**config.mk**
```make
export PLATFORM = sky130hd
export DESIGN_NAME = pcm_lane_serializer
export DESIGN_NICKNAME = d
export VERILOG_FILES = /design/src/rtl/pcm_ser_pkg.sv /design/src/rtl/pcm_ser_timing.sv /design/src/rtl/pcm_ser_lane.sv /design/src/rtl/pcm_lane_serializer.sv
export SDC_FILE = /design/constraint.sdc
export NUM_CORES = 1
export LEC_CHECK = 0
export BUFFER_PORTS_ARGS = -buffer_cell sky130_fd_sc_hd__buf_2
export CORE_AREA = 2 2 173 175
export DETAILED_ROUTE_END_ITERATION = 7
export DIE_AREA = 0 0 175 177
export PLACE_DENSITY = 0.76
export SLEW_MARGIN = 20
export SYNTH_ARGS = -nofsm -noshare
export SYNTH_HDL_FRONTEND = slang
export SYNTH_SLANG_ARGS = --single-unit
```
**constraint.sdc**
```tcl
create_clock -name clk -period 13 [get_ports clk]
set_clock_uncertainty 0.2 [all_clocks]
set_input_delay 1.3 -clock clk [delete_from_list [all_inputs] [get_ports clk]]
set_output_delay 1.3 -clock clk [all_outputs]
set_load 0.05 [all_outputs]
```
**src/rtl/pcm_ser_pkg.sv**
```systemverilog
package pcm_ser_pkg;

    localparam int LANES     = 4;
    localparam int MAX_CH    = 8;
    localparam int WORD_W    = 32;
    localparam int FRAME_MAX = MAX_CH * WORD_W;
    localparam int BIT_W     = $clog2(FRAME_MAX);
    localparam int CH_W      = $clog2(MAX_CH) + 1;

    typedef enum logic [1:0] {
        WL_BAD  = 2'd0,
        WL_16   = 2'd1,
        WL_32   = 2'd2,
        WL_24   = 2'd3
    } wlen_e;

    typedef struct packed {
        logic            tdm;
        logic [CH_W-1:0] chans;
        wlen_e           wlen;
        logic            bclk_inv;
        logic            fclk_inv;
    } fmt_t;

    // slots carried per lane in one frame
    function automatic int slots_of(fmt_t f);
        if (!f.tdm)                    return 2;
        else if (f.chans > CH_W'(4))   return 8;
        else if (f.chans > CH_W'(2))   return 4;
        else                           return 2;
    endfunction

    // bit periods per slot
    function automatic int width_of(wlen_e w);
        return (w == WL_16) ? 16 : 32;
    endfunction

    // index of the final bit period of a frame
    function automatic logic [BIT_W-1:0] last_bit_of(fmt_t f);
        int n;
        n = slots_of(f) * width_of(f.wlen);
        return BIT_W'(n - 1);
    endfunction

endpackage

```
**src/rtl/pcm_ser_timing.sv**
```systemverilog
module pcm_ser_timing #(
    parameter int DIV_W = 8,
    parameter int BIT_W = 8
) (
    input  logic             clk,
    input  logic             rst_n,
    input  logic             enable,
    input  logic [DIV_W-1:0] half_div,
    input  logic [BIT_W-1:0] last_bit,
    output logic             run,
    output logic             phase,
    output logic [BIT_W-1:0] bit_idx,
    output logic             frame_start
);

    typedef struct packed {
        logic             run;
        logic             ph;
        logic [DIV_W-1:0] hc;
        logic [BIT_W-1:0] bi;
    } tim_t;

    tim_t tim_d, tim_q;
    logic tick;
    logic at_last;

    assign tick    = (tim_q.hc == (half_div - 1'b1));
    assign at_last = tim_q.ph && (tim_q.bi == last_bit);

    always_comb begin
        tim_d       = tim_q;
        frame_start = 1'b0;
        if (!enable) begin
            tim_d = '0;
        end else if (!tim_q.run) begin
            tim_d       = '0;
            tim_d.run   = 1'b1;
            frame_start = 1'b1;
        end else if (tick) begin
            tim_d.hc = '0;
            if (!tim_q.ph) begin
                tim_d.ph = 1'b1;
            end else begin
                tim_d.ph = 1'b0;
                if (at_last) begin
                    tim_d.bi    = '0;
                    frame_start = 1'b1;
                end else begin
                    tim_d.bi = tim_q.bi + 1'b1;
                end
            end
        end else begin
            tim_d.hc = tim_q.hc + 1'b1;
        end
    end

    always_ff @(posedge clk or negedge rst_n) begin
        if (!rst_n) tim_q <= '0;
        else        tim_q <= tim_d;
    end

    assign run     = tim_q.run;
    assign phase   = tim_q.ph;
    assign bit_idx = tim_q.bi;

endmodule

```
**src/rtl/pcm_ser_lane.sv**
```systemverilog
module pcm_ser_lane
    import pcm_ser_pkg::*;
#(
    parameter int LANE = 0
) (
    input  fmt_t                 fmt,
    input  logic [FRAME_MAX-1:0] smp,
    input  logic [BIT_W-1:0]     idx_now,
    input  logic [BIT_W-1:0]     idx_last,
    output logic                 bit_now,
    output logic                 bit_last
);

    // selects one stream bit of this lane for a given bit index
    function automatic logic pick(fmt_t f, logic [FRAME_MAX-1:0] s, logic [BIT_W-1:0] idx);
        logic [BIT_W-1:0] slot;
        logic [4:0]       pos;
        logic [CH_W-1:0]  ch;
        logic             keep;
        int               at;
        if (f.wlen == WL_16) begin
            slot = idx >> 4;
            pos  = {1'b0, idx[3:0]};
        end else begin
            slot = idx >> 5;
            pos  = idx[4:0];
        end
        if (f.tdm) ch = CH_W'(slot);
        else       ch = CH_W'(2 * LANE) + CH_W'(slot);
        keep = (ch < f.chans)
             && (f.tdm ? (LANE == 0) : 1'b1)
             && !((f.wlen == WL_24) && (pos >= 5'd24));
        at = int'(ch[CH_W-2:0]) * WORD_W + (WORD_W - 1) - int'(pos);
        return keep & s[at];
    endfunction

    assign bit_now  = pick(fmt, smp, idx_now);
    assign bit_last = pick(fmt, smp, idx_last);

endmodule

```
**src/rtl/pcm_lane_serializer.sv**
```systemverilog
module pcm_lane_serializer
    import pcm_ser_pkg::*;
#(
    parameter int DIV_W = 8
) (
    input  logic                 clk,
    input  logic                 rst_n,
    input  logic                 cfg_tdm,
    input  logic [CH_W-1:0]      cfg_chans,
    input  logic [1:0]           cfg_wlen,
    input  logic                 cfg_bclk_inv,
    input  logic                 cfg_fclk_inv,
    input  logic [DIV_W-1:0]     cfg_div,
    input  logic                 in_valid,
    output logic                 in_ready,
    input  logic [FRAME_MAX-1:0] in_data,
    output logic                 bclk,
    output logic                 fclk,
    output logic [LANES-1:0]     sd,
    output logic                 underrun,
    output logic                 cfg_err
);

    typedef struct packed {
        fmt_t                 fmt;
        logic [DIV_W-1:0]     div;
        logic [FRAME_MAX-1:0] smp;
        logic [LANES-1:0]     carry;
        logic                 und;
    } top_t;

    top_t st_d, st_q;

    fmt_t             cfg_live;
    logic             cfg_ok;
    logic             run_w;
    logic             phase_w;
    logic [BIT_W-1:0] bit_idx;
    logic             frame_start;
    logic [BIT_W-1:0] idx_now;
    logic [BIT_W-1:0] idx_last;
    logic [LANES-1:0] bit_now;
    logic [LANES-1:0] bit_last;
    logic [5:0]       slot_w;
    logic             fclk_raw;
    logic             act_tdm;

    // live configuration and its legality
    always_comb begin
        cfg_live.tdm      = cfg_tdm;
        cfg_live.chans    = cfg_chans;
        cfg_live.wlen     = wlen_e'(cfg_wlen);
        cfg_live.bclk_inv = cfg_bclk_inv;
        cfg_live.fclk_inv = cfg_fclk_inv;
        cfg_ok = (cfg_wlen != 2'd0)
              && (cfg_chans != '0)
              && (cfg_chans <= CH_W'(MAX_CH))
              && (cfg_div != '0);
    end

    pcm_ser_timing #(
        .DIV_W (DIV_W),
        .BIT_W (BIT_W)
    ) u_timing (
        .clk         (clk),
        .rst_n       (rst_n),
        .enable      (cfg_ok),
        .half_div    (st_q.div),
        .last_bit    (last_bit_of(st_q.fmt)),
        .run         (run_w),
        .phase       (phase_w),
        .bit_idx     (bit_idx),
        .frame_start (frame_start)
    );

    // I2S trails the frame edge by one bit; TDM does not
    assign idx_now  = st_q.fmt.tdm ? bit_idx : (bit_idx - 1'b1);
    assign idx_last = last_bit_of(st_q.fmt);

    generate
        for (genvar g = 0; g < LANES; g++) begin : g_lane
            pcm_ser_lane #(
                .LANE (g)
            ) u_lane (
                .fmt      (st_q.fmt),
                .smp      (st_q.smp),
                .idx_now  (idx_now),
                .idx_last (idx_last),
                .bit_now  (bit_now[g]),
                .bit_last (bit_last[g])
            );
        end
    endgenerate

    // next state
    always_comb begin
        st_d = st_q;
        if (!run_w || frame_start) begin
            st_d.fmt = cfg_live;
            st_d.div = cfg_div;
        end
        if (frame_start) begin
            st_d.smp = in_valid ? in_data : '0;
            if (!in_valid) st_d.und = 1'b1;
            for (int l = 0; l < LANES; l++) begin
                st_d.carry[l] = (run_w && !st_q.fmt.tdm) ? bit_last[l] : 1'b0;
            end
        end
    end

    always_ff @(posedge clk or negedge rst_n) begin
        if (!rst_n) st_q <= '0;
        else        st_q <= st_d;
    end

    // outputs
    assign slot_w  = 6'(width_of(st_q.fmt.wlen));
    assign act_tdm = st_q.fmt.tdm;

    always_comb begin
        if (!run_w)            fclk_raw = 1'b0;
        else if (st_q.fmt.tdm) fclk_raw = (bit_idx == '0);
        else                   fclk_raw = (bit_idx >= BIT_W'(slot_w));
    end

    always_comb begin
        for (int l = 0; l < LANES; l++) begin
            if (!run_w)                               sd[l] = 1'b0;
            else if (!st_q.fmt.tdm && bit_idx == '0)  sd[l] = st_q.carry[l];
            else                                      sd[l] = bit_now[l];
        end
    end

    assign bclk     = phase_w ^ st_q.fmt.bclk_inv;
    assign fclk     = fclk_raw ^ st_q.fmt.fclk_inv;
    assign in_ready = frame_start;
    assign underrun = st_q.und;
    assign cfg_err  = !cfg_ok;

endmodule

```
Word level (Yosys, flattened, before mapping) --
Index checks and enable logic that the tools add are counted. Widths: inputs -> output; s select.
Word-level totals: register bits after elaboration 296, input bits 276, output and inout bits 9, word-level logic and storage cells 182
Cells by class: $add $sub $neg 27, multiply operators 1, order comparisons 22, eq/ne operators 6, multiplexer cells 68, bitwise gates (word level) 11, reduce and logical (&&, ||, !) cells 34
Operators by type and width (count):
- $lt 32x10->1 const B | 8
- $mux 256 | 1
- $sub 32x6->32 | 8
- $add 8x5->9 const B | 8
- $bmux 1 s8 | 8
- $mux 4 | 10
- $mux 8 | 5
- $mux 1 | 38
- $lt 4x4->1 | 8
- $logic_and 1x1->1 | 22
- $mux 18 | 1
- $mux 17 | 1
- $add 3x4->4 const A | 4
- $add 8x1->8 const B | 2
- $eq 8x8->1 | 2
- $sub 8x1->8 const B | 2
- $ge 5x5->1 const B | 2
- $mux 5 | 2
- $add 2x4->4 const A | 2
- $and 1x1->1 | 8
- $ge 8x6->1 | 1
- $logic_not 8->1 | 1
- $mul 4x6->8 | 1
- $reduce_bool 8->1 | 1
- other kinds (16) | 23

Depth between registers and ports, before layout --
Gate-level depths: netlist of the first run.
word-level depth 16, depth in mapped cells 21, mapped depth without buffers 18

Modules after synthesis --
Synthesis of the first run repeated with hierarchy kept, for this count alone.
Second synthesis, totals: cells, all modules 2906, area, all modules 31519.0 um2
By module, submodules not included:
- pcm_lane_serializer | instances 1, cells an instance 1234, area an instance 11573.6 um2, seq. area each 6956.7 um2
- pcm_ser_lane at g_lane[3].u_lane | instances 1, cells an instance 401, area an instance 4753.3 um2, seq. area each 0.0 um2
- pcm_ser_lane at g_lane[1].u_lane | instances 1, cells an instance 402, area an instance 4702.0 um2, seq. area each 0.0 um2
- pcm_ser_lane at g_lane[0].u_lane | instances 1, cells an instance 352, area an instance 4643.2 um2, seq. area each 0.0 um2
- pcm_ser_lane at g_lane[2].u_lane | instances 1, cells an instance 388, area an instance 4585.6 um2, seq. area each 0.0 um2
- pcm_ser_timing | instances 1, cells an instance 129, area an instance 1261.2 um2, seq. area each 450.4 um2

Least setup slack after synthesis of the first run --
OpenSTA, ideal clock, no wires.
kind register to output, start reg u_timing.tim_q, in the netlist u_timing.bit_idx[0], end out sd[1], arrival time 4.017 ns, data required time 11.500 ns, setup slack 7.483 ns, cell stages (with the launch flop) 18, path buffers 3, cells stage by stage dfrtp_1 buf_2 inv_1 ha_1 buf_2 nor2b_1 buf_2 a21oi_1 a41oi_1 o22ai_1 a21oi_2 ha_1 mux2i_1 inv_1 ha_1 nand2_1 o211ai_1 o31ai_1
On the way: longest elaborated chain between the ends 13, elaborated cells between the ends (all ways) 22, those cells by class add/sub: 4; order compare: 2; mux: 9; bitwise: 1; reduce/logical: 6
RTL lines:
- from (decl) | RTL line pcm_ser_timing.sv:23 | tim_t tim_d, tim_q;
- from (signal assigned) | RTL line pcm_ser_timing.sv:59 | else tim_q <= tim_d;
- $sub 8x1->8 | RTL line pcm_lane_serializer.sv:77 | assign idx_now = st_q.fmt.tdm ? bit_idx : (bit_idx - 1'b1);
- $mux 8 | RTL line pcm_lane_serializer.sv:77
- $mux 4 | RTL line pcm_ser_lane.sv:21 | if (f.wlen == WL_16) begin
- $add 2x4->4 | RTL line pcm_ser_lane.sv:29 | else ch = CH_W'(2 * LANE) + CH_W'(slot);
- $mux 4 | RTL line pcm_ser_lane.sv:28 | if (f.tdm) ch = CH_W'(slot);
- $add 8x5->9 | RTL line pcm_ser_lane.sv:33 | at = int'(ch[CH_W-2:0]) * WORD_W + (WORD_W - 1) - int'(pos);
- $sub 32x6->32 | RTL line pcm_ser_lane.sv:33
- $bmux 1 s8 | RTL line pcm_ser_lane.sv:34 | return keep & s[at];
- $mux 1 (implied by the code) (2 in series) | RTL line pcm_ser_lane.sv:34
- $and 1x1->1 | RTL line pcm_ser_lane.sv:34
- $mux 1 * | RTL line pcm_lane_serializer.sv:129 | else if (!st_q.fmt.tdm && bit_idx == '0) sd[l] = st_q.carry[l];
- $mux 1 * | RTL line pcm_lane_serializer.sv:128 | if (!run_w) sd[l] = 1'b0;
- to (decl) | RTL line pcm_lane_serializer.sv:19 | output logic [LANES-1:0] sd,
Every way passes the cells marked *; elsewhere a longest branch is shown, timed or not. The select of a mux whose other input is x is not followed.

Worst setup path in the final report of the first run --
start reg u_timing.tim_q, in the netlist u_timing.bit_idx[1], end out sd[2]
On the way: longest elaborated chain between the ends 13, elaborated cells between the ends (all ways) 22, those cells by class add/sub: 4; order compare: 2; mux: 9; bitwise: 1; reduce/logical: 6
RTL lines (RTL line):
- $sub 8x1->8 | pcm_lane_serializer.sv:77
- $mux 8 | pcm_lane_serializer.sv:77
- $mux 4 | pcm_ser_lane.sv:21
- $add 3x4->4 | pcm_ser_lane.sv:29
- $mux 4 | pcm_ser_lane.sv:28
- $add 8x5->9 | pcm_ser_lane.sv:33
- $sub 32x6->32 | pcm_ser_lane.sv:33
- $bmux 1 s8 | pcm_ser_lane.sv:34
- $mux 1 (implied by the code) (2 in series) | pcm_ser_lane.sv:34
- $and 1x1->1 | pcm_ser_lane.sv:34
- $mux 1 * | pcm_lane_serializer.sv:129
- $mux 1 * | pcm_lane_serializer.sv:128
Marked as above.

==> impl_metrics.csv, run 1 <==
group,metric,value,unit
outcome,result_of_the_run,"finished clean",
global_route,grt_overflow_total,0,
global_route,antenna_found_initial,3,
timing,setup-violations-final,0,
timing,rsz0062_at_grt,"no",
timing,finalHoldViolCount,0,
drt,drt_pre_antenna_iters,7,
final_layout,design.final.nets,2409,
pwr,combinationalPowerShare,22.6,%
floorplanning,core-area,0.0292,mm^2
global_route,grt_start_max_net_pins,298,
final_layout,final.fill_count,2540,
logic_synthesis,netlist_top_cells_area,"sky130_fd_sc_hd__dfrtp_1 (47%), sky130_fd_sc_hd__nand2_1 (17%), sky130_fd_sc_hd__o21ai_0 (8.2%)",
logic_synthesis,synth_top_cells_by_count,"sky130_fd_sc_hd__nand2_1 (720), sky130_fd_sc_hd__dfrtp_1 (296), sky130_fd_sc_hd__o21ai_0 (260), sky130_fd_sc_hd__nand3_1 (75), sky130_fd_sc_hd__clkbuf_1 (73)",
logic_synthesis,post_synthesis_sequential_element_count,296,
timing,report.final.slew_viol_count,0,
cts,root_buffer_master,"sky130_fd_sc_hd__clkbuf_16",
drt,via_per_inst,5.57,
worst_setup_path,critical_path.slowest_cell,"sky130_fd_sc_hd__xor2_1",
pwr,clock_network_fraction_of_total_power,35.5,%
floorplanning,num_rows,63,
final_layout,final_layout_size_suffix_gt1_share,19.5,%
logic_synthesis,synth.largest_area_cell,"sky130_fd_sc_hd__dfrtp_1",
logic_synthesis,post_synth_inst_count,1908,
pwr,p_sw_share,31.6,%
global_route,vias_in_the_first_global_route,13481,
logic_synthesis,synth_enable_flop_cells,0,
timing,hold-worst-slack,0.278,ns
logic_synthesis,yosys.cell_types.count,68,
worst_setup_path,worstSetupStartpointType,"register",
worst_setup_path,criticalPathCategory,"register to output port",
final_layout,fin_area,0.0185,mm^2
pwr,switching_power,0.865,mW
worst_setup_path,setup.worst_path.end_class,"output port",
logic_synthesis,mappedNetlistNets,2215,
place,dp_cells,2456,
cts,setup_buffers_after_cts,0,
floorplanning,fp.dieH,177,um
logic_synthesis,syn-mean-instance-area,8.33,um^2
logic_synthesis,yosys.area.top_type_share,46.6,%
place,place.port_buffers,284,
worst_setup_path,critical_path_arrival,5.06,ns
pwr,power_frac_seq,42.0,%
logic_synthesis,yosys.cell_count.top_type,"sky130_fd_sc_hd__nand2_1",
drt,number_of_violations_reported_at_the_end_of_detailed_routing_iteration_0,1348,
timing,post_layout_min_period,6.56,ns
cts,insertion_delay,0.54,ns
logic_synthesis,ys_seq_area_share,46.6,%
floorplanning,area_enclosed_by_the_die_boundary,0.0310,mm^2
logic_synthesis,synth_top_flop_cell,"sky130_fd_sc_hd__dfrtp_1",
place,gp_routability_congestion,0.883,
floorplanning,chipWidth,175,um
pwr,p_per_area,148,mW/mm^2
cts,numCtsBuffers,34,
drt,route.final.wire_length,44100,um
cts,cts.path.max_buffers,3,
logic_synthesis,syn-cell-area,0.0159,mm^2
timing,tightest_slew,1.08,ns
timing,slew_headroom,28.0,%
worst_setup_path,cp.required,11.50,ns
worst_setup_path,crit_buf_inv,2,
cts,tritoncts,"built",
cts,clock_tree.htree_level_count,2,
timing,fmaxAchievable,152,MHz
final_layout,syn2layout_area_growth,16.6,%
place,dpl_cell_area,0.0174,mm^2
pwr,power.internal,1.87,mW
cts,hold_fix_buffers_at_cts,0,
hold_path,hold_crit_path_type,"register to register",
worst_setup_path,cp_max_fo,13,
pwr,vdd_drop_max,0.0848,mV
logic_synthesis,syn_warnings,0,
drt,drt-wirelength-per-cell,17.5,um
final_layout,final-seq-area,0.00741,mm^2
final_layout,instances_no_fill,2520,
final_layout,multi_input_area,0.00780,mm^2
timing,final_period_utilization,50.5,%
place,dp_hpwl,30100,um
drt,drt_drc_violations_left,0,
global_route,global_route_wire_length_before_repair,70200,um
run,timing.max_cap.violations,0,
floorplanning,floorplan.initialDensity,54.3,%
cts,clkSlewWorstSetupHoldPaths,0.07,ns
timing,timing.setup.tns,0,ns
drt,detail-route-antenna-nets,0,
worst_setup_path,cp_slowest_stage_delay,0.72,ns
floorplanning,num_io_pins,285,
worst_setup_path,critical_path.cell_chain,"inv_1 -> ha_1 -> nor2b_1 -> xor2_1 -> mux4_2 -> mux2i_1 -> o22ai_1 -> a211oi_1 -> or2_2 -> o211a_1 -> o31ai_1 -> buf_2",
drt,detailroute.via_count,14031,
pwr,leakage,8.70,nW
worst_setup_path,critical_path.top_delay_family,"simple AND/OR/NAND/NOR gates",
cts,cts_sinks,296,
cts,post_cts_resize_count,0,
global_route,grt_use_total,28.7,%
logic_synthesis,synth_async_reset_ratio,100,%
worst min-delay path: cells and delay by family (launching register included):
kind | cells | cell delay [ns]
and+or+nand+nor | 1 | 0.04
DFF | 1 | 0.34
AOI/OAI and AO/OA | 1 | 0.06
power by group through the flow:
stage	registers, mW	clock network, mW	logic, mW
6_report	1.15	0.971	0.617
4_1_cts	1.15	0.985	0.618
3_5_place_dp	1.16	0	0.614
5_1_grt	1.16	1.02	0.697
3_3_place_gp	1.16	0	0.598
2_1_floorplan	1.13	0	0.438
final timing paths:
check | from | to | slack (ns) | cells after the start
min reg2reg | st_q[234]$_DFFE_PN0P_ | st_q[234]$_DFFE_PN0P_ | 0.28 | 2
min | st_q[234]$_DFFE_PN0P_ | st_q[234]$_DFFE_PN0P_ | 0.28 | 2
max reg2reg | act_tdm$_DFFE_PN0P_ | st_q[256]$_DFFE_PN0P_ | 7.61 | 16
min in group asynchronous | rst_n | st_q[211]$_DFFE_PN0P_ | 0.69 | 1
max in group asynchronous | rst_n | st_q[14]$_DFFE_PN0P_ | 10.53 | 2
max | u_timing.bit_idx[1]$_DFFE_PN0P_ | sd[2] | 6.44 | 12
cells by family (layout without fill, tap and decap cells):
kind of cell | after synthesis | count (layout) | synth area share [%]
AND/OR/NAND/NOR | 915 | 915 | 23.8
AO/OA/AOI/OAI | 387 | 387 | 13.8
flip-flops | 296 | 296 | 46.6
buffers and inverters | 168 | 387 | 4.80
multiplexers | 63 | 63 | 5.79
XOR/XNOR | 47 | 47 | 2.69
adder cells (fa/ha/maj) | 32 | 32 | 2.50
other | 0 | 3 | 0
layout make-up:
| cell class | instances | share of cell area [%] |
|---|---|---|
| Inverter | 28 | 0.568 |
| Multi-Input combinational cell | 1444 | 42.1 |
| Clock inverter | 14 | 0.933 |
| Clock buffer | 47 | 5.24 |
| Antenna cell | 3 | 0.0405 |
| Tap cell | 390 | 2.64 |
| Timing Repair Buffer | 298 | 8.47 |
| Sequential cell | 296 | 40.0 |
sequential cells by signal, summed over array words and instances, names as in the netlist:
register          flops
st_q                276
u_timing.bit_idx      8
u_timing.tim_q        8
act_tdm               1
u_timing.phase        1
u_timing.run          1
underrun              1
cells in the final DEF, fill, tap and decap left out, types with 25 or more instances in the layout:
master                      count
sky130_fd_sc_hd__mux2i_1       26
sky130_fd_sc_hd__clkbuf_16     34
sky130_fd_sc_hd__xnor2_1       25
sky130_fd_sc_hd__nand2_1      720
sky130_fd_sc_hd__inv_1         27
sky130_fd_sc_hd__buf_2        282
sky130_fd_sc_hd__nor2_1        39
sky130_fd_sc_hd__dfrtp_1      296
sky130_fd_sc_hd__ha_1          31
sky130_fd_sc_hd__o21ai_1       35
sky130_fd_sc_hd__nand3_1       75
sky130_fd_sc_hd__o21ai_0      259
per-stage QoR:
| step | util [%] | worst slack [ns] | total power [mW] |
|---|---|---|---|
| final | 63.3 | 6.44 | 2.73 |
| after global routing | 63.3 | 6.13 | 2.89 |
| after CTS | 63.2 | 6.50 | 2.75 |
| after detailed placement | 59.3 | 7.06 | 1.77 |
| after global placement | 59.3 | 7.14 | 1.75 |
| after floorplan | - | 7.48 | 1.57 |
layer usage:
layer / wire length, um / GRT usage (%) / up-vias
li1: - / - / 6793
met3: 2370 / 3.50 / 95
met2: 21100 / 46.7 / 450
met4: 1490 / 10.8 / 0
met1: 19100 / 39.8 / 6693
met5: 0 / 0 / -
Note: power is estimated with default switching activity, not from simulation.
==> run 2: changes to the inputs <==
Clock period 13 ns to 6.26 ns, I/O delays scaled along.
==> impl_metrics.csv, run 2 (synthesis gave the netlist of run 1 again) <==
group,metric,value,unit
pwr,power.internal,3.83,mW
timing,report.final.slew_viol_count,0,
cts,cts.path.max_buffers,3,
cts,insertion_delay,0.56,ns
global_route,antenna_found_initial,0,
pwr,clock_network_fraction_of_total_power,33.9,%
drt,detail-route-antenna-nets,0,
floorplanning,area_enclosed_by_the_die_boundary,0.0310,mm^2
cts,clkSlewWorstSetupHoldPaths,0.06,ns
drt,route.final.wire_length,43900,um
pwr,power_frac_seq,43.0,%
place,dp_cells,2456,
final_layout,largest_reg_flops,276,
pwr,p_sw_share,31.1,%
timing,rsz0062_at_grt,"no",
timing,final_critical_path_setup_slack,0.454,ns
final_layout,layout.cells.most_common,"sky130_fd_sc_hd__nand2_1",
pwr,combinationalPowerShare,23.2,%
place,dpl_cell_area,0.0174,mm^2
worst_setup_path,cp_capture_point,"sd[3]",
pwr,p_per_area,301,mW/mm^2
worst_setup_path,setup.reg_to_reg.worst_slack,1.27,ns
final_layout,instances_no_fill,2513,
floorplanning,num_rows,63,
global_route,grt_overflow_total,0,
floorplanning,chipWidth,175,um
worst_setup_path,regToRegStartpoint,"act_tdm$_DFFE_PN0P_",
global_route,global_route_wire_length_before_repair,70200,um
outcome,result_of_the_run,"finished clean",
timing,slew_headroom,27.2,%
final_layout,syn2layout_area_growth,16.3,%
place,dpl_worst_slack,0.903,ns
worst_setup_path,setup.worst_path.start,"u_timing.bit_idx[1]$_DFFE_PN0P_",
timing,tightest_slew,1.09,ns
floorplanning,num_io_pins,285,
drt,detailroute.via_count,13947,
global_route,grt_use_total,28.5,%
timing,setup-violations-final,0,
pwr,leakage,8.68,nW
cts,cts_sinks,296,
final_layout,layout_common_cells,"sky130_fd_sc_hd__nand2_1 (720), sky130_fd_sc_hd__dfrtp_1 (296), sky130_fd_sc_hd__buf_2 (282), sky130_fd_sc_hd__o21ai_0 (259), sky130_fd_sc_hd__nand3_1 (75)",
final_layout,final_layout_size_suffix_gt1_share,19.1,%
run,timing.max_cap.violations,0,
drt,via_per_inst,5.55,
cts,clock_tree.htree_level_count,1,
timing,finalHoldViolCount,0,
drt,drt_drc_violations_left,0,
hold_path,hold_crit_path_type,"input pin to register",
place,gp_routability_congestion,0.836,
worst_setup_path,cp.required,5.43,ns
floorplanning,core-area,0.0292,mm^2
final_layout,max_flop_register,"st_q",
worst_setup_path,r2r.worst_path.cells,18,
timing,timing.setup.tns,0,ns
cts,root_buffer_master,"sky130_fd_sc_hd__clkbuf_16",
worst_setup_path,critical_path_arrival,4.98,ns
pwr,switching_power,1.73,mW
worst_setup_path,worstReg2RegEnd,"st_q[2]$_DFFE_PN0P_",
final_layout,diodes,0,
worst_setup_path,cp_max_fo,17,
floorplanning,floorplan.initialDensity,54.3,%
global_route,vias_in_the_first_global_route,13568,
pwr,vdd_drop_max,0.174,mV
timing,final_period_utilization,92.7,%
global_route,grt_start_max_net_pins,169,
drt,number_of_violations_reported_at_the_end_of_detailed_routing_iteration_0,1288,
drt,drt_pre_antenna_iters,6,
place,place.port_buffers,284,
worst_setup_path,worstSetupStartpointType,"register",
cts,setup_buffers_after_cts,0,
place,dp_hpwl,30100,um
final_layout,fin_area,0.0185,mm^2
cts,numCtsBuffers,31,
floorplanning,fp.dieH,177,um
timing,post_layout_min_period,5.81,ns
cts,tritoncts,"built",
final_layout,design.final.nets,2407,
worst_setup_path,criticalPathCategory,"register to output port",
drt,drt-wirelength-per-cell,17.5,um
timing,fmaxAchievable,172,MHz
worst_setup_path,setup.worst_path.end_class,"output port",
run 2: changes by cell type in the layout (fill, tap and decap cells not counted), moves of 2 or more:
cell / delta
sky130_fd_sc_hd__clkbuf_1: +4
sky130_fd_sc_hd__buf_12: +5
sky130_fd_sc_hd__clkbuf_16: -3
sky130_fd_sc_hd__buf_6: -3
sky130_fd_sc_hd__diode_2: -3
sky130_fd_sc_hd__buf_4: -2
sky130_fd_sc_hd__clkinv_2: -4
sky130_fd_sc_hd__inv_6: -2
run 2: routing by layer:
layer / part of all wire (%) / wire length [um] / up-vias / GRT usage (%)
met4: 3.8 / 1670 / 0 / 11.4
li1: - / - / 6791 / -
met1: 44 / 19200 / 6624 / 39.0
met2: 47 / 20600 / 434 / 46.4
met3: 5.6 / 2470 / 98 / 3.59
met5: 0 / 0 / - / 0
run 2: critical path, cell delays in order, from the launching register on:
cell and delay, ns:
sky130_fd_sc_hd__dfrtp_1 0.64, sky130_fd_sc_hd__inv_1 0.24, sky130_fd_sc_hd__ha_1 0.36, sky130_fd_sc_hd__xor2_1 0.49, sky130_fd_sc_hd__a32o_1 0.94, sky130_fd_sc_hd__buf_4 0.33
sky130_fd_sc_hd__a32oi_1 0.09, sky130_fd_sc_hd__nand4_1 0.12, sky130_fd_sc_hd__o21ai_0 0.09, sky130_fd_sc_hd__a21oi_1 0.24, sky130_fd_sc_hd__nor2b_1 0.09, sky130_fd_sc_hd__a221oi_1 0.37
sky130_fd_sc_hd__o31ai_1 0.17, sky130_fd_sc_hd__buf_2 0.24
run 2: how the worst min path moves through the flow:
stage / startpoint / to / slack [ns] / depth (start not counted)
2_1_floorplan: rst_n / act_tdm$_DFFE_PN0P_ / 0.13 / 0
3_3_place_gp: st_q[28]$_DFFE_PN0P_ / st_q[28]$_DFFE_PN0P_ / 0.26 / 2
3_5_place_dp: st_q[158]$_DFFE_PN0P_ / st_q[158]$_DFFE_PN0P_ / 0.27 / 2
4_1_cts: cfg_fclk_inv / st_q[269]$_DFFE_PN0P_ / 0.09 / 2
5_1_grt: cfg_tdm / act_tdm$_DFFE_PN0P_ / 0.1 / 2
6_report: in_data[132] / st_q[137]$_DFFE_PN0P_ / 0.10 / 3
run 2: final cells by class:
type,count,area [um^2]
repair buffers,299,1630
clock buffers,49,923
fillers,2518,10800
well taps,390,488
flip-flops and latches,296,7410
clock inverters,7,115
multi-input cells,1444,7810
inverters,28,105
run 2: stage by stage:
step | utilization (%) | power, mW | hold WS (ns)
finish | 63.2 | 5.56 | 0.101
global route | 63.2 | 5.85 | 0.0986
CTS | 63.2 | 5.58 | 0.0866
detailed placement | 59.6 | 3.70 | 0.266
global placement | 59.6 | 3.65 | 0.257
floorplan | - | 3.26 | 0.130
run 2: timing repair:
action	CTS	global route
hold buffers	1	0
setup endpoints to repair	0	4
gates resized for setup	0	1
endpoints found under the hold margin	56	0
run 2: power by group through the flow:
stage | Clock [mW] | Combinational, mW | Sequential, mW
finish | 1.88 | 1.29 | 2.39
global route | 1.98 | 1.45 | 2.42
CTS | 1.90 | 1.29 | 2.39
detailed placement | 0 | 1.28 | 2.42
global placement | 0 | 1.25 | 2.40
floorplan | 0 | 0.909 | 2.36
==> run 3: changes to the inputs <==
Settings changed: PLACE_DENSITY 0.76 to 0.75, SLEW_MARGIN 20 to unset.
==> impl_metrics.csv, run 3 (synthesis gave the netlist of run 1 again) <==
group,metric,value,unit
worst_setup_path,setup.worst_path.end_class,"output port",
pwr,power_frac_seq,42.5,%
worst_setup_path,cp_slowest_stage_delay,0.79,ns
floorplanning,chipWidth,175,um
worst_setup_path,crit_buf_inv,3,
floorplanning,fp.dieH,177,um
cts,cts_sinks,296,
worst_setup_path,criticalPathCategory,"register to output port",
pwr,leakage,8.72,nW
floorplanning,floorplan.initialDensity,54.3,%
final_layout,multi_input_area,0.00779,mm^2
timing,rsz0062_at_grt,"no",
global_route,global_route_wire_length_before_repair,71400,um
drt,via_per_inst,5.60,
worst_setup_path,cp.required,5.43,ns
timing,tightest_slew,1.39,ns
floorplanning,num_io_pins,285,
outcome,result_of_the_run,"finished, violations left",
final_layout,largest_reg_flops,276,
global_route,antenna_found_initial,0,
pwr,switching_power,1.79,mW
timing,fmaxAchievable,169,MHz
cts,post_cts_resize_count,0,
global_route,grt_overflow_total,0,
floorplanning,num_rows,63,
outcome,violations,"hold timing",
timing,post_layout_min_period,5.90,ns
pwr,p_sw_share,31.8,%
drt,drt-wirelength-per-cell,17.7,um
final_layout,syn2layout_area_growth,16.7,%
timing,final_critical_path_setup_slack,0.356,ns
pwr,combinationalPowerShare,23.2,%
timing,finalHoldViolCount,36,
final_layout,layout_common_cells,"sky130_fd_sc_hd__nand2_1 (720), sky130_fd_sc_hd__dfrtp_1 (296), sky130_fd_sc_hd__buf_2 (282), sky130_fd_sc_hd__o21ai_0 (259), sky130_fd_sc_hd__nand3_1 (75)",
drt,detailroute.via_count,14096,
cts,root_buffer_master,"sky130_fd_sc_hd__clkbuf_16",
worst_setup_path,worstSetupStartpointType,"register",
place,dp_hpwl,30800,um
place,dpl_worst_slack,1.05,ns
global_route,grt_use_total,29.1,%
timing,report.final.slew_viol_count,0,
place,place.port_buffers,284,
pwr,vdd_drop_max,0.187,mV
final_layout,final_layout_size_suffix_gt1_share,19.6,%
final_layout,final-seq-area,0.00741,mm^2
final_layout,diodes,0,
drt,route.final.wire_length,44700,um
cts,cts.path.max_buffers,3,
pwr,p_per_area,304,mW/mm^2
drt,detail-route-antenna-nets,0,
cts,numCtsBuffers,34,
timing,setup-violations-final,0,
cts,clkSlewWorstSetupHoldPaths,0.06,ns
worst_setup_path,cp_max_fo,13,
worst_setup_path,critical_path.top_delay_family,"compound AO/OA/AOI/OAI gates",
floorplanning,area_enclosed_by_the_die_boundary,0.0310,mm^2
hold_path,hold_crit_path_type,"input pin to asynchronous set/reset pin",
place,gp_routability_congestion,0.890,
final_layout,final.fill_count,2549,
cts,insertion_delay,0.52,ns
worst_setup_path,critical_path.cell_chain,"inv_1 -> ha_1 -> xor2_1 -> a32o_1 -> buf_4 -> nand3_1 -> nand4_1 -> o22ai_1 -> a211oi_1 -> nor2_1 -> a221oi_1 -> o31ai_1 -> buf_2",
cts,tritoncts,"built",
worst_setup_path,critical_path.slowest_cell,"sky130_fd_sc_hd__a32o_1",
global_route,grt_start_max_net_pins,196,
cts,setup_buffers_after_cts,0,
final_layout,layout.cells.most_common,"sky130_fd_sc_hd__nand2_1",
floorplanning,core-area,0.0292,mm^2
cts,hold_fix_buffers_at_cts,0,
drt,drt_pre_antenna_iters,5,
timing,final_period_utilization,94.3,%
final_layout,max_flop_register,"st_q",
final_layout,design.final.nets,2416,
run,timing.max_cap.violations,0,
worst_setup_path,critical_path_arrival,5.08,ns
drt,number_of_violations_reported_at_the_end_of_detailed_routing_iteration_0,1216,
timing,hold-worst-slack,-0.0347,ns
drt,drt_drc_violations_left,0,
global_route,vias_in_the_first_global_route,13738,
timing,slew_headroom,7.16,%
pwr,power.internal,3.84,mW
pwr,clock_network_fraction_of_total_power,34.4,%
cts,clock_tree.htree_level_count,2,
timing,timing.setup.tns,0,ns
-- run 3: stage by stage --
step / area, um^2 / instances / hold WS [ns] / util (%) / power [mW]
after floorplan: 15900 / 1908 / 0.130 / - / 3.26
after global placement: 17500 / 2463 / 0.258 / 59.7 / 3.67
after detailed placement: 17500 / 2463 / 0.257 / 59.7 / 3.71
after CTS: 18500 / 2519 / 0.0140 / 63.4 / 5.65
after global routing: 18500 / 2519 / 0.0413 / 63.4 / 5.94
final: 18500 / 2519 / -0.0347 / 63.4 / 5.63
-- run 3: worst register-to-register path: cells and delay by family, from the launching register on --
kind,cells,cell delay [ns]
buffers and inverters,2,0.40
AO/OA/AOI/OAI,3,0.60
flip-flops,1,0.73
AND/OR/NAND/NOR,4,1.21
adder cells (fa/ha/maj),4,1.01
XOR/XNOR,3,0.64
multiplexers,1,0.31
-- run 3: worst paths after layout --
kind	cells after the start	start	end	slack (ns)
worst min-delay path	1	rst_n	underrun$_DFFE_PN0P_	-0.03
max in group asynchronous	2	rst_n	st_q[13]$_DFFE_PN0P_	4.47
min in group clk	3	in_data[126]	st_q[131]$_DFFE_PN0P_	0.15
worst max register to register	17	act_tdm$_DFFE_PN0P_	st_q[4]$_DFFE_PN0P_	1.06
worst min register to register	1	underrun$_DFFE_PN0P_	underrun$_DFFE_PN0P_	0.27
worst max-delay path	13	u_timing.bit_idx[0]$_DFFE_PN0P_	sd[3]	0.36
-- run 3: routing by layer --
metal	vias to the layer above	share of wire, %	global-route usage (%)
met3	100	6.9	4.90
met4	0	4.2	12.4
met2	525	47	46.6
met5	-	0	0
li1	6806	-	-
met1	6665	42	39.6
-- run 3: power by group through the flow --
stage | combinational [mW] | clock, mW | sequential [mW]
floorplan | 0.909 | 0 | 2.36
global placement | 1.26 | 0 | 2.40
detailed placement | 1.29 | 0 | 2.42
CTS | 1.30 | 1.96 | 2.39
global route | 1.47 | 2.05 | 2.42
finish | 1.30 | 1.94 | 2.39
-- run 3: area by class of cell --
type	instances	share of cell area (%)
Tap cell	390	2.63
Inverter	28	0.567
Clock inverter	12	0.648
Multi-Input combinational cell	1444	42.0
Sequential cell	296	39.9
Clock buffer	44	5.18
Timing Repair Buffer	305	9.02
